### config.mk
export PLATFORM = sky130hd
export DESIGN_NAME = pulse_swallow_ce
export DESIGN_NICKNAME = d
export VERILOG_FILES = /design/src/rtl/pswl_pkg.sv /design/src/rtl/pswl_cmd.sv /design/src/rtl/pswl_gate.sv /design/src/rtl/pulse_swallow_ce.sv
export SDC_FILE = /design/constraint.sdc
export NUM_CORES = 1
export LEC_CHECK = 0
export ABC_AREA = 1
export CORE_MARGIN = 4
export CORE_UTILIZATION = 47
export DETAILED_ROUTE_END_ITERATION = 16
export PLACE_DENSITY = 0.87
export SLEW_MARGIN = 10
export SYNTH_ARGS = -nofsm -noshare
export SYNTH_HDL_FRONTEND = slang
export SYNTH_SLANG_ARGS = --single-unit
### constraint.sdc
create_clock -name clk -period 3.17 [get_ports clk]
set_input_delay 0.4755 -clock clk [delete_from_list [all_inputs] [get_ports clk]]
set_output_delay 0.4755 -clock clk [all_outputs]
set_load 0.05 [all_outputs]
### src/rtl/pswl_pkg.sv
package pswl_pkg;
  localparam int CODE_W = 5;
  localparam int WIN    = 1 << CODE_W;

  typedef logic [CODE_W-1:0] code_t;
  typedef logic [CODE_W:0]   mult_t;

  // enabled cycles per window for a given code
  function automatic mult_t mult_of(code_t c);
    return mult_t'(WIN) - mult_t'(c);
  endfunction

  // accumulator increment: multiplier reduced modulo the window
  function automatic code_t step_of(code_t c);
    return code_t'(mult_of(c));
  endfunction

  // pass decision: carry out of the phase add, or full-rate code
  function automatic logic carry_of(code_t acc, code_t c);
    logic [CODE_W:0] s;
    s = {1'b0, acc} + {1'b0, step_of(c)};
    return s[CODE_W] | (c == '0);
  endfunction
endpackage

### src/rtl/pswl_cmd.sv
module pswl_cmd
  import pswl_pkg::*;
#(
  parameter int BUSY_CYC = 4
) (
  input  logic  clk,
  input  logic  rst_n,
  input  logic  wr_valid,
  input  logic  wr_kick,
  input  code_t wr_code,
  input  logic  win_end,
  output logic  busy,
  output logic  wr_err,
  output code_t staged_code,
  output logic  staged_v
);
  localparam int BUSY_W = $clog2(BUSY_CYC + 1);

  logic [BUSY_W-1:0] busy_cnt;
  code_t             held_code;

  // named events for assertions
  logic wr_reject, wr_accept, kick_accept, code_load;
  assign wr_reject   = wr_valid & busy;
  assign wr_accept   = wr_valid & ~busy;
  assign kick_accept = wr_accept & wr_kick;
  assign code_load   = wr_accept & ~wr_kick;
  assign busy        = (busy_cnt != '0);

  always_ff @(posedge clk) begin
    if (!rst_n) begin
      busy_cnt    <= '0;
      held_code   <= '0;
      staged_code <= '0;
      staged_v    <= 1'b0;
      wr_err      <= 1'b0;
    end else begin
      wr_err <= wr_reject;
      if (code_load) held_code <= wr_code;
      if (kick_accept) begin
        busy_cnt    <= BUSY_W'(BUSY_CYC);
        staged_code <= held_code;
        staged_v    <= 1'b1;
      end else begin
        if (busy) busy_cnt <= busy_cnt - 1'b1;
        if (win_end) staged_v <= 1'b0;
      end
    end
  end

  AST_KICK_RAISES_BUSY: assert property (@(posedge clk) disable iff (!rst_n)
    kick_accept |=> busy);
  AST_REJECT_FLAGS: assert property (@(posedge clk) disable iff (!rst_n)
    wr_reject |=> (wr_err && $stable(held_code)));
endmodule

### src/rtl/pswl_gate.sv
module pswl_gate
  import pswl_pkg::*;
(
  input  logic  clk,
  input  logic  rst_n,
  input  code_t staged_code,
  input  logic  staged_v,
  output logic  win_end,
  output code_t active_code,
  output logic  ce
);
  code_t pos;
  code_t acc;

  // named events for assertions
  logic apply_now;
  assign win_end   = (pos == code_t'(WIN - 1));
  assign apply_now = win_end & staged_v;
  assign ce        = carry_of(acc, active_code);

  always_ff @(posedge clk) begin
    if (!rst_n) begin
      pos         <= '0;
      acc         <= '0;
      active_code <= '0;
    end else begin
      pos <= pos + 1'b1;
      if (apply_now) begin
        active_code <= staged_code;
        acc         <= '0;
      end else begin
        acc <= acc + step_of(active_code);
      end
    end
  end

  AST_FULL_RATE: assert property (@(posedge clk) disable iff (!rst_n)
    (active_code == '0) |-> ce);
  AST_APPLY_AT_BOUNDARY: assert property (@(posedge clk) disable iff (!rst_n)
    !win_end |=> $stable(active_code));
  AST_PHASE_WRAP: assert property (@(posedge clk) disable iff (!rst_n)
    win_end |=> (acc == '0));
endmodule

### src/rtl/pulse_swallow_ce.sv
module pulse_swallow_ce
  import pswl_pkg::*;
#(
  parameter int DATA_W   = 32,
  parameter int KICK_BIT = 31,
  parameter int BUSY_CYC = 4
) (
  input  logic              clk,
  input  logic              rst_n,
  input  logic              wr_valid,
  input  logic [DATA_W-1:0] wr_data,
  output logic              ce_out,
  output logic              busy,
  output logic              wr_err,
  output logic [CODE_W-1:0] active_code,
  output logic [CODE_W:0]   active_mult
);
  code_t staged_code;
  logic  staged_v;
  logic  win_end;
  logic  unused_rsvd;

  // reserved bits are accepted and dropped
  assign unused_rsvd = ^wr_data;

  pswl_cmd #(.BUSY_CYC(BUSY_CYC)) u_cmd (
    .clk        (clk),
    .rst_n      (rst_n),
    .wr_valid   (wr_valid),
    .wr_kick    (wr_data[KICK_BIT]),
    .wr_code    (wr_data[CODE_W-1:0]),
    .win_end    (win_end),
    .busy       (busy),
    .wr_err     (wr_err),
    .staged_code(staged_code),
    .staged_v   (staged_v)
  );

  pswl_gate u_gate (
    .clk        (clk),
    .rst_n      (rst_n),
    .staged_code(staged_code),
    .staged_v   (staged_v),
    .win_end    (win_end),
    .active_code(active_code),
    .ce         (ce_out)
  );

  assign active_mult = mult_of(active_code);

  AST_MULT_BOUNDS: assert property (@(posedge clk) disable iff (!rst_n)
    (active_mult >= 7'd1) && (active_mult <= 7'd32));
endmodule

==> results of run 1 <==
-- metrics by stage --
step                hold WS (ps)  power [µW]  instance area [µm²]  instances   util
global placement             433         661                 1620        221  0.583
floorplan                    418         618                 1380        171      -
global route                 488         938                 1680        229  0.604
CTS                          469         899                 1680        229  0.604
detailed placement           455         671                 1620        221  0.583
finish                       466         886                 1680        229  0.604
-- report_power, final --
| group | total (µW) | switching [µW] | internal [µW] |
|---|---|---|---|
| Combinational | 226 | 141 | 84.7 |
| Sequential | 435 | 19.5 | 415 |
| Clock | 225 | 118 | 107 |
-- cell usage in the layout (no fill, tap or decap), types with 2 or more instances in the layout --
cell type and n:
o21ai_0 12, clkbuf_4 5, xnor2_1 2, inv_1 24, nor2_1 26, a21oi_1 14
nand3_1 5, clkdlybuf4s50_1 21, nor3_1 3, ha_1 13, buf_4 2, nand2_1 29
dfxtp_1 30
-- state kept, by name, summed over array words and instances (netlist names) --
register / cells
u_cmd.wr_err: 1
u_cmd.held_code: 5
u_cmd.busy_cnt: 3
u_gate.acc: 5
u_gate.active_code: 5
u_cmd.staged_code: 5
u_cmd.staged_v: 1
u_gate.pos: 5
-- path summary, 6_finish.rpt --
kind,to,start,slack [ps],cells past startpoint
max,ce_out,u_gate.active_code[0],410,9
min,u_cmd.staged_code[0],u_cmd.staged_code[0],470,2
max reg2reg,u_gate.acc[4],u_gate.active_code[0],1390,9
min reg2reg,u_cmd.staged_code[0],u_cmd.staged_code[0],470,2
-- area by class of cell --
cell class / instances / area [µm²]
well taps: 31 / 38.8
fillers: 260 / 1100
multi-input cells: 111 / 653
clock buffers: 7 / 55.1
inverters: 26 / 103
clock inverters: 1 / 5.00
repair buffers: 23 / 225
flip-flops and latches: 30 / 601
-- layer usage --
metal / wire (µm) / vias to the layer above / global-route usage
met5: 0 / - / 0
met4: 23 / 0 / 0.0455
met3: 134 / 5 / 0.0434
met2: 1130 / 25 / 0.254
met1: 1000 / 448 / 0.132
li1: - / 592 / -
-- worst max-delay path, cell delays in order, from the launching register on --
cell and delay [ps]:
dfxtp_1 390, inv_1 90, ha_1 240, nand2_1 80
nor2_1 40, ha_1 290, ha_1 320, a211oi_1 240
nand2_1 80, buf_4 190
-- cells by family after synthesis --
family | Yosys count | synth area share
adders and majority gates | 14 | 0.133
and+or+nand+nor | 66 | 0.211
xor gates and xnor gates | 4 | 0.0255
AOI/OAI and AO/OA | 27 | 0.100
DFF | 30 | 0.437
buffers and inverters | 30 | 0.0929
==> impl_metrics.env, run 1 <==
export IMPL_status="completed"
export IMPL_finalMaxSlewViolations=0
export IMPL_place_congestion=0.843
export IMPL_syn_num_nets=220
export IMPL_initial_core_util=0.494
export IMPL_fmax_mhz=363
export IMPL_ys_top_cells_by_area="dfxtp_1 44%, ha_1 12%, nand2_1 7.9%"
export IMPL_powerDensity_mw_per_mm2=527
export IMPL_cts_tree="done"
export IMPL_fp_dieH_um=62.1
export IMPL_required_ps=2690
export IMPL_grt_pass1_vias=961
export IMPL_dr_pass1_iters=4
export IMPL_dr_first_iter_drc_count=27
export IMPL_cts_setup_buffers=0
export IMPL_leakagePower_uw=0.000771
export IMPL_end_kind="output port"
export IMPL_rsz0062_at_grt="no"
export IMPL_cts_reportedPaths_clkPinSlew_ps=90
export IMPL_cap_violations=0
export IMPL_die_width_um=62.1
export IMPL_ys_top_cells_by_count="30 x dfxtp_1, 29 x nand2_1, 26 x nor2_1"
export IMPL_post_route_period_util=0.869
export IMPL_hold_buffers=0
export IMPL_viasPerCell=4.67
export IMPL_synth_cell_types=20
export IMPL_ys_ff_latch=30
export IMPL_ant_nets=0
export IMPL_nets=246
export IMPL_cts_root_buf="clkbuf_4"
export IMPL_coreArea_mm2=0.00278
export IMPL_synth_cells=171
export IMPL_cts_resized=0
export IMPL_fin_crit_ps=2760
export IMPL_irDropWorstVdd_v=0.000340
export IMPL_die_area_mm2=0.00385
export IMPL_fin_skew_ps=4.14
export IMPL_cp_max_fo=4
export IMPL_synth_area_per_cell_um2=8.03
export IMPL_fin_setup_tns_ps=0
export IMPL_cts_max_path_buffers=2
export IMPL_synthArstFlopShare=0
export IMPL_diodes=0
export IMPL_vias=1070
export IMPL_cts_made_buffers=5
export IMPL_worstMarginPinSlew_ps=505
export IMPL_antenna_found_initial=0
export IMPL_yosys_most_used_dff="dfxtp_1"
export IMPL_drcViolationCount=0
export IMPL_synth_largest_area_cell="dfxtp_1"
export IMPL_yosysMostFrequentCell="dfxtp_1"
export IMPL_dp_hpwl_um=1790
export IMPL_maxSlewHeadroom=0.663
export IMPL_portBuffers=22
export IMPL_track_usage=0.133
export IMPL_h_tree_depth=2
export IMPL_setup_viol=0
export IMPL_hp_class="flip-flop to flip-flop"
export IMPL_syn_to_final_growth_pct=22.3
export IMPL_grt_pass1_wl_um=3780
export IMPL_pre_cts_ws_ps=735
export IMPL_drive_above_1_share=0.0758
export IMPL_cts_num_sinks=30
export IMPL_routedWlPerCell_um=9.99
export IMPL_yosysWarnings=0
export IMPL_hold_viol=0
export IMPL_fin_ws_ps=414
export IMPL_synth_top_cell_area_share=0.437
export IMPL_crit_type="flip-flop to output port"
export IMPL_start_kind="flip-flop"
export IMPL_cp_arrival_ps=2280
export IMPL_grt_max_degree=17
export IMPL_rows=19
export IMPL_synth_edf_count=0
export IMPL_synthesis_area_mm2=0.00137
export IMPL_num_io_pins=49
export IMPL_ys_seq_area_frac=0.437
export IMPL_clk_latency_ps=310
export IMPL_wl_um=2290
export IMPL_overflow=0
(Power assumes the default switching activity.)
==> run 2, diff against run 1 <==
--- a/config.mk
+++ b/config.mk
@@ -6,7 +6,6 @@
 export NUM_CORES = 1
 export LEC_CHECK = 0
 export ABC_AREA = 1
-export CORE_MARGIN = 4
 export CORE_UTILIZATION = 47
 export DETAILED_ROUTE_END_ITERATION = 16
 export PLACE_DENSITY = 0.87
==> run 2 against run 1 <==
Non-clock buffer count did not move. Wire length decreased by 4.5%. Global-route usage increased by 2.5 points. Sequential cell count unchanged. First-iteration DRC count shrank 41%. Via count rose by 1.3%. Count of clock-buffer cells in the layout unchanged. Critical path depth unchanged. Clock power grew 2%. Sequential share of layout area did not move. Combinational power is essentially flat. Clock skew up 3.6 ps. Critical endpoint unchanged. Largest cell class unchanged. Largest power group unchanged.
==> impl_metrics.env, run 2 (same netlist as run 1, synthesis figures left out) <==
export IMPL_cts_max_path_buffers=2
export IMPL_hp_class="flip-flop to flip-flop"
export IMPL_rsz0062_at_grt="no"
export IMPL_crit_type="flip-flop to output port"
export IMPL_cts_tree="done"
export IMPL_clock_power_share=0.259
export IMPL_p_sw_frac=0.316
export IMPL_leakagePower_uw=0.000771
export IMPL_initial_core_util=0.498
export IMPL_postPlaceCellArea_mm2=0.00162
export IMPL_vias=1084
export IMPL_wl_um=2190
export IMPL_powerDensity_mw_per_mm2=528
export IMPL_cp_max_fo=4
export IMPL_finalMaxSlewViolations=0
export IMPL_viasPerCell=4.73
export IMPL_cts_setup_buffers=0
export IMPL_cts_resized=0
export IMPL_fin_ws_ps=355
export IMPL_r2r_setup_slack_ps=1340
export IMPL_syn_to_final_growth_pct=22.3
export IMPL_final_cell_mix="30 x dfxtp_1, 29 x nand2_1, 26 x nor2_1, 24 x inv_1, 21 x clkdlybuf4s50_1"
export IMPL_comb_power_share=0.252
export IMPL_fmax_mhz=355
export IMPL_grt_pass1_wl_um=3860
export IMPL_cts_reportedPaths_clkPinSlew_ps=90
export IMPL_cts_num_sinks=30
export IMPL_worstHoldStart="u_cmd.held_code[1]"
export IMPL_fin_crit_ps=2820
export IMPL_rows=19
export IMPL_routedWlPerCell_um=9.54
export IMPL_grt_max_degree=17
export IMPL_pre_cts_ws_ps=707
export IMPL_cap_violations=0
export IMPL_die_width_um=56.1
export IMPL_portBuffers=22
export IMPL_design_area_mm2=0.00168
export IMPL_dr_first_iter_drc_count=16
export IMPL_switching_power_uw=281
export IMPL_layout_commonest_cell="dfxtp_1"
export IMPL_status="completed"
export IMPL_r2r_start="u_gate.active_code[0]"
export IMPL_ant_nets=0
export IMPL_overflow=0
export IMPL_holdPathStages=2
export IMPL_drive_above_1_share=0.0758
export IMPL_hold_end="u_cmd.staged_code[1]"
export IMPL_fin_skew_ps=7.79
export IMPL_cts_made_buffers=5
export IMPL_hold_buffers=0
export IMPL_start_kind="flip-flop"
export IMPL_cts_root_buf="clkbuf_4"
export IMPL_maxSlewHeadroom=0.667
export IMPL_end_kind="output port"
export IMPL_dp_hpwl_um=1730
export IMPL_place_congestion=0.780
export IMPL_clk_latency_ps=320
export IMPL_drcViolationCount=0
export IMPL_post_route_period_util=0.888
export IMPL_irDropWorstVdd_v=0.000439
export IMPL_nets=246
export IMPL_num_io_pins=49
export IMPL_reg2reg_depth=9
export IMPL_h_tree_depth=2
export IMPL_cp_arrival_ps=2340
export IMPL_required_ps=2690
export IMPL_fp_dieH_um=56.1
export IMPL_grt_pass1_vias=973
export IMPL_antenna_found_initial=0
export IMPL_p_int_uw=607
export IMPL_r2r_end="u_gate.acc[4]"
export IMPL_track_usage=0.158
export IMPL_setup_viol=0
export IMPL_diodes=0
export IMPL_fin_setup_tns_ps=0
export IMPL_hold_viol=0
export IMPL_die_area_mm2=0.00314
export IMPL_worstMarginPinSlew_ps=498
export IMPL_seqPwrFrac=0.489
export IMPL_coreArea_mm2=0.00276
export IMPL_final_util=0.609
export IMPL_dr_pass1_iters=3
==> run 2: cell counts in the layout (fill, tap and decap cells not counted) <==
Identical to the previous run, type by type.
==> run 2: power groups by stage <==
stage	registers [µW]	logic, µW	clock network, µW
3_5_place_dp	443	226	0
2_1_floorplan	450	168	0
5_1_grt	438	251	263
6_report	434	224	230
3_3_place_gp	441	220	0
4_1_cts	434	226	241
==> run 2: stage by stage <==
stage,hold slack (ps),total power [µW],std cells
2_1_floorplan,418,618,171
3_3_place_gp,432,661,221
3_5_place_dp,448,669,221
4_1_cts,462,901,229
5_1_grt,476,952,229
6_report,461,888,229
==> run 2: worst max-delay path, stage by stage (launching register included) <==
cell	delay [ps]
dfxtp_1	390
inv_1	100
ha_1	250
nand2_1	80
nor2_1	40
ha_1	300
ha_1	330
a211oi_1	250
nand2_1	80
buf_4	190
==> run 2: area by class of cell <==
type	count	area, µm²
multi-input combinational	111	653
clock buffer	7	55.1
clock inverter	1	5.00
tap	31	38.8
timing repair buffer	23	225
inverter	26	103
sequential	30	601
fill	243	1080
==> run 2: worst max-delay path by stage <==
| stage | from | endpoint | slack, ps |
|---|---|---|---|
| 3_3_place_gp | u_gate.active_code[0] | ce_out | 750 |
| 4_1_cts | u_gate.active_code[0] | ce_out | 330 |
| 5_1_grt | u_gate.active_code[0] | ce_out | 190 |
| 2_1_floorplan | u_gate.active_code[0] | ce_out | 40 |
| 6_report | u_gate.active_code[0] | ce_out | 350 |
| 3_5_place_dp | u_gate.active_code[0] | ce_out | 710 |
==> run 2: metal layers <==
metal,vias to the layer above,GRT usage,part of all wire
met5,-,0,0
met3,3,0.0628,0.051
met1,470,0.172,0.46
met2,24,0.279,0.48
met4,0,0.0523,0.012
li1,587,-,-
==> run 3, diff against run 2 <==
--- a/config.mk
+++ b/config.mk
@@ -6,6 +6,7 @@
 export NUM_CORES = 1
 export LEC_CHECK = 0
 export ABC_AREA = 1
+export CAP_MARGIN = 20
 export CORE_UTILIZATION = 47
 export DETAILED_ROUTE_END_ITERATION = 16
 export PLACE_DENSITY = 0.87
==> results of run 3 <==
The final DEF is identical to that of run 2; final timing and power are the same.
